## src/rtl/adc_pkg.sv

```systemverilog
package adc_pkg;
  typedef enum logic [1:0] {
    ST_CONV  = 2'd0,
    ST_SLEEP = 2'd1,
    ST_OUT   = 2'd2
  } adc_state_e;
endpackage

```

## src/rtl/adc_sync.sv

```systemverilog
module adc_sync #(
  parameter int W = 2,
  parameter int STAGES = 2,
  parameter logic [W-1:0] INIT = '0
) (
  input  logic         clk,
  input  logic         rst_n,
  input  logic [W-1:0] d,
  output logic [W-1:0] q
);
  logic [W-1:0] chain [STAGES];

  always_ff @(posedge clk or negedge rst_n) begin
    if (!rst_n) chain[0] <= INIT;
    else        chain[0] <= d;
  end

  for (genvar s = 1; s < STAGES; s++) begin : g_stage
    always_ff @(posedge clk or negedge rst_n) begin
      if (!rst_n) chain[s] <= INIT;
      else        chain[s] <= chain[s-1];
    end
  end

  assign q = chain[STAGES-1];
endmodule

```

## src/rtl/adc_conv_engine.sv

```systemverilog
module adc_conv_engine #(
  parameter int CONV_CYCLES = 40,
  localparam int CNT_W = (CONV_CYCLES > 1) ? $clog2(CONV_CYCLES) : 1
) (
  input  logic             clk,
  input  logic             rst_n,
  input  logic             start,
  output logic             busy,
  output logic             done,
  output logic [CNT_W-1:0] cnt
);
  // A conversion is running after reset.
  always_ff @(posedge clk or negedge rst_n) begin
    if (!rst_n) begin
      busy <= 1'b1;
      cnt  <= '0;
    end else if (start) begin
      busy <= 1'b1;
      cnt  <= '0;
    end else if (busy) begin
      if (done) busy <= 1'b0;
      else      cnt  <= cnt + 1'b1;
    end
  end

  assign done = busy && (cnt == CNT_W'(CONV_CYCLES - 1));
endmodule

```

## src/rtl/adc_shift_out.sv

```systemverilog
module adc_shift_out #(
  parameter int WORD_W = 32,
  localparam int BC_W = $clog2(WORD_W)
) (
  input  logic              clk,
  input  logic              rst_n,
  input  logic              load,
  input  logic [WORD_W-1:0] load_word,
  input  logic              shift_en,
  output logic [WORD_W-1:0] word,
  output logic [BC_W-1:0]   bit_cnt,
  output logic              last_bit
);
  always_ff @(posedge clk or negedge rst_n) begin
    if (!rst_n) begin
      word    <= '0;
      bit_cnt <= '0;
    end else if (load) begin
      word    <= load_word;
      bit_cnt <= '0;
    end else if (shift_en) begin
      word    <= {word[WORD_W-2:0], 1'b0};
      bit_cnt <= bit_cnt + 1'b1;
    end
  end

  assign last_bit = (bit_cnt == BC_W'(WORD_W - 1));
endmodule

```

## src/rtl/adc_serial_ctrl.sv

```systemverilog
module adc_serial_ctrl
  import adc_pkg::*;
#(
  parameter int WORD_W = 32,
  parameter int CONV_CYCLES = 40,
  localparam int BC_W = $clog2(WORD_W),
  localparam int CNT_W = (CONV_CYCLES > 1) ? $clog2(CONV_CYCLES) : 1
) (
  input  logic              clk,
  input  logic              rst_n,
  input  logic              cs_n,
  input  logic              sclk,
  input  logic [WORD_W-2:0] result_in,
  output logic              sdo_data,
  output logic              sdo_oe
);
  // Status bit (low = conversion finished) in front of the result.
  function automatic logic [WORD_W-1:0] frame_word(input logic [WORD_W-2:0] r);
    return {1'b0, r};
  endfunction

  logic [1:0]        sync_q;
  logic              cs_s, sclk_s, sclk_d;
  logic              cs_act, sclk_fall;
  adc_state_e        state, state_nxt;
  logic              conv_start, conv_busy, conv_done;
  logic [CNT_W-1:0]  conv_cnt;
  logic              load, shift_en, last_bit;
  logic [WORD_W-1:0] shreg;
  logic [BC_W-1:0]   bit_cnt;

  adc_sync #(.W(2), .STAGES(2), .INIT(2'b10)) i_sync (
    .clk(clk), .rst_n(rst_n), .d({cs_n, sclk}), .q(sync_q)
  );
  assign cs_s   = sync_q[1];
  assign sclk_s = sync_q[0];

  always_ff @(posedge clk or negedge rst_n) begin
    if (!rst_n) sclk_d <= 1'b0;
    else        sclk_d <= sclk_s;
  end

  assign cs_act    = !cs_s;
  assign sclk_fall = sclk_d && !sclk_s;

  adc_conv_engine #(.CONV_CYCLES(CONV_CYCLES)) i_engine (
    .clk(clk), .rst_n(rst_n), .start(conv_start),
    .busy(conv_busy), .done(conv_done), .cnt(conv_cnt)
  );

  adc_shift_out #(.WORD_W(WORD_W)) i_shift (
    .clk(clk), .rst_n(rst_n), .load(load), .load_word(frame_word(result_in)),
    .shift_en(shift_en), .word(shreg), .bit_cnt(bit_cnt), .last_bit(last_bit)
  );

  always_comb begin
    state_nxt  = state;
    conv_start = 1'b0;
    load       = 1'b0;
    shift_en   = 1'b0;
    unique case (state)
      ST_CONV: if (conv_done) begin
        state_nxt = ST_SLEEP;
        load      = 1'b1;
      end
      ST_SLEEP: if (cs_act) state_nxt = ST_OUT;
      ST_OUT: begin
        if (!cs_act) begin
          state_nxt  = ST_CONV;
          conv_start = 1'b1;
        end else if (sclk_fall) begin
          shift_en = 1'b1;
          if (last_bit) begin
            state_nxt  = ST_CONV;
            conv_start = 1'b1;
          end
        end
      end
      default: state_nxt = ST_CONV;
    endcase
  end

  always_ff @(posedge clk or negedge rst_n) begin
    if (!rst_n) state <= ST_CONV;
    else        state <= state_nxt;
  end

  assign sdo_data = (state == ST_CONV) ? 1'b1 : shreg[WORD_W-1];
  assign sdo_oe   = cs_act;
endmodule

```

## config.mk

```make
export PLATFORM = sky130hd
export DESIGN_NAME = adc_serial_ctrl
export DESIGN_NICKNAME = d
export VERILOG_FILES = /design/src/rtl/adc_pkg.sv /design/src/rtl/adc_sync.sv /design/src/rtl/adc_conv_engine.sv /design/src/rtl/adc_shift_out.sv /design/src/rtl/adc_serial_ctrl.sv
export SDC_FILE = /design/constraint.sdc
export NUM_CORES = 1
export LEC_CHECK = 0
export BUFFER_PORTS_ARGS = -buffer_cell sky130_fd_sc_hd__clkbuf_2
export CAP_MARGIN = 5
export CORE_UTILIZATION = 48
export DETAILED_ROUTE_END_ITERATION = 16
export GPL_TIMING_DRIVEN = 0
export MAX_ROUTING_LAYER = met4
export PLACE_DENSITY = 0.74
export SLEW_MARGIN = 25
export SYNTH_ARGS = -nofsm -noshare
export SYNTH_HDL_FRONTEND = slang
export SYNTH_SLANG_ARGS = --single-unit
```

## constraint.sdc

```tcl
create_clock -name clk -period 2 [get_ports clk]
set_input_delay 0.1 -clock clk [delete_from_list [all_inputs] [get_ports clk]]
set_output_delay 0.1 -clock clk [all_outputs]
set_load 0.05 [all_outputs]
```

==> run_results.csv <==
group,metric,value,unit
synthesis,fraction_of_synthesis_flops_using_an_asynchronous_set_or_reset_pin,100,%
sta,min_period,1.78,ns
place,numPortBuffers,36,
synthesis,synth_area,2260,µm²
detailed_routing,postRouteAntennaNets,0,
synthesis,postSynthRegisterBits,51,
clock_network,worst_setup_hold_path_clk_slew,0.09,ns
grt,overflow,0,
clock_network,cts_root_buf,"clkbuf_8",
layout,layout-drive-gt1-share,25.1,%
floorplan,initial_utilization,50.9,%
worst_setup_path,setup.worst_path.start_class,"register",
power,pwr_density_cell,641,nW/µm²
detailed_routing,drc,8,
floorplan,dieArea,4990,µm²
sta,slew_headroom,54.6,%
detailed_routing,vias_per_cell,5.56,
sta,finalCritPeriodShare,88.9,%
sta,fin_tns_setup,0,ns
place,hpwl,2710,µm
layout,finish.net_count,268,
worst_setup_path,arrival,1.97,ns
detailed_routing,detailedRoute.firstIterationViolations,70,
clock_network,tritoncts_num_sinks,51,
floorplan,die-height,70.6,µm
clock_network,clock_tree.htree_level_count,2,
power,vdd_ir_drop_max,0.000490,V
grt,global_route_wire_length_before_repair,6970,µm
worst_hold_path,hold_path_class,"in2reg",
worst_setup_path,worst_ep_required_time,2.19,ns
layout,commonest_non_fill_non_tap_cells_in_the_layout,"dfrtp_1 (48), clkbuf_2 (35), a21o_1 (30), a22o_1 (30), nor2_1 (16)",
grt,grt_max_degree,52,
sta,worst_pin_slew,0.681,ns
power,p_leak,1.56,nW
synthesis,ys.warnings.count,0,
layout,final_cell_count_no_fill,283,
floorplan,chipWidth,70.6,µm
clock_network,cts_repair_resize_count,0,
floorplan,io_pins,37,
clock_network,clkLatencyLatePin,0.30,ns
run_status,failed_checks,"DRC",
grt,antenna_found_initial,0,
place,post-place-cells,272,
run_status,status,"finished, violations left",
synthesis,synth.distinct_cells,30,
synthesis,synthDominantAreaCellType,"dfrtp_1",
clock_network,clk_path_buf_depth,2,
synthesis,postSynthNetCount,222,
layout,n_antenna_cell,0,
grt,first_global_vias,1563,
layout,layout.cells.most_common,"dfrtp_1",
sta,report.final.setup_viol,0,
worst_setup_path,critPathCaptureType,"register",
clock_network,cts_made_buffers,5,
layout,postLayoutCellArea,2620,µm²
sta,grt_setup_unrepaired,"false",
synthesis,postSynthCellCount,184,
sta,drv_slew,0,
place,final_gp_congestion,0.753,
clock_network,cts_tree,"yes",
detailed_routing,route.final.wire_length,3980,µm
worst_setup_path,crit_fanout,10,
power,finalPower,0.00168,W
layout,area_growth_syn_to_layout,15.9,%
synthesis,synth_sequential_area_ratio,56.6,%
detailed_routing,dr.pass1.iters,10,
sta,timing_hold_violations_final,0,
sta,finalClockSkew,0.0101,ns
worst_setup_path,critical_path_class,"reg2reg",
grt,globalRouteTotalUtil,18.4,%
detailed_routing,detailroute.via_count,1573,
detailed_routing,drt-wirelength-per-cell,14.1,µm
synthesis,synth_flop_cell,"dfrtp_1",
synthesis,synth_edf_count,0,
floorplan,rows,24,
flow_run,drv.max_cap_violation_count,0,
synthesis,synth.top_cells.by_area,"dfrtp_1 (53%), a22o_1 (12%), a21o_1 (10%), dfstp_2 (3.5%), nor2_1 (2.7%)",
synthesis,yosysTopAreaCellShare,53.1,%
layout,n_fill_cell,381,
clock_network,post-cts-setup-buffer-count,0,
place,detailed_place.area,2510,µm²
floorplan,design.core.area,4440,µm²
sta,fmax,562,MHz
synthesis,post_synth.cell_area_avg,12.3,µm²
-- registers in the layout, summed over array words and instances, names as in the netlist --
signal and count:
i_sync.q 2, sclk_d 1, i_shift.word 32, i_shift.bit_cnt 5, i_engine.cnt 6, i_sync.chain 2
state 2, i_engine.busy 1
-- Yosys cell counts (2+ instances only) --
cell,n
a21o_1,30
a21oi_1,4
a22o_1,30
buf_2,2
buf_4,3
buf_6,5
dfrtp_1,48
dfstp_2,3
ha_1,3
inv_1,2
mux2i_1,5
nand2_1,3
nand2b_1,3
nand3_1,2
nand4_1,2
nor2_1,16
nor2b_1,2
nor3_4,2
nor4_1,2
o21ai_0,3
xnor2_1,4
xor2_1,2
-- cell type report --
type | count | area (µm²) | area share, %
timing repair buffer | 39 | 213 | 8.12
clock buffer | 7 | 76.3 | 2.91
buffer | 11 | 92.6 | 3.53
sequential | 51 | 1280 | 48.9
clock inverter | 1 | 5.00 | 0.191
inverter | 2 | 7.51 | 0.287
multi-input combinational | 120 | 881 | 33.6
tap | 52 | 65.1 | 2.48
-- metal layers --
layer  global-route usage (%)  routed length [µm]  share of wire, %
met5                        -                   0                 0
met4                     7.33                  63               1.6
met3                     3.99                 158               4.0
met2                     27.8                1790                45
met1                     24.4                1980                50
-- what timing repair did --
action / 4_1_cts / 5_1_grt
setup endpoints to repair: 0 / 0
hold buffers: 3 / 0
hold endpoints to repair: 50 / 0
-- through the flow --
step                      utilization [%]  hold WS (ns)  setup WS, ns
after CTS                            59.0        0.0162         0.198
final                                59.0        0.0150         0.222
after global routing                 59.0        0.0276         0.116
after floorplan                         -        -0.196         0.370
after detailed placement             56.4         0.189         0.218
after global placement               56.4         0.189         0.228
-- cell families (layout without fill, tap and decap cells) --
| logic type | count (synthesis) | count (layout) | share of synthesized area (%) |
|---|---|---|---|
| compound gates | 68 | 68 | 23.5 |
| xor+xnor | 6 | 6 | 2.32 |
| fa+ha+maj | 3 | 3 | 1.66 |
| buf+inv | 13 | 60 | 4.43 |
| flops | 51 | 51 | 56.6 |
| mux | 5 | 5 | 2.21 |
| simple gates | 38 | 38 | 9.30 |
-- where the power goes --
group          switching, W  leakage [nW]  internal, W
clock network      0.000326        0.0422     0.000246
logic             0.0000381         0.828    0.0000307
registers        0.00000202         0.690      0.00104
total              0.000367          1.56      0.00131
-- critical path: stages, from the launching register on --
cell and delay, ns:
dfstp_2 0.57, or3b_1 0.40, nor3_4 0.25, nor2_2 0.12
buf_6 0.16, a22o_1 0.18
-- worst paths after layout --
kind	start	endpoint	slack (ns)	cells after the start
setup / recovery	i_engine.busy$_DFF_PN1_	i_shift.word[0]$_DFFE_PN0P_	0.22	5
hold / removal	result_in[30]	i_shift.word[30]$_DFFE_PN0P_	0.01	3
setup reg to reg	i_engine.busy$_DFF_PN1_	i_shift.word[0]$_DFFE_PN0P_	0.22	5
hold reg to reg	i_sync.chain[2]$_DFF_PN0_	i_sync.q[0]$_DFF_PN0_	0.34	0
max in group asynchronous	rst_n	i_engine.cnt[4]$_DFFE_PN0P_	1.15	2
min in group asynchronous	rst_n	i_shift.word[29]$_DFFE_PN0P_	0.39	2
No activity file was read; power rests on OpenSTA's default activity.
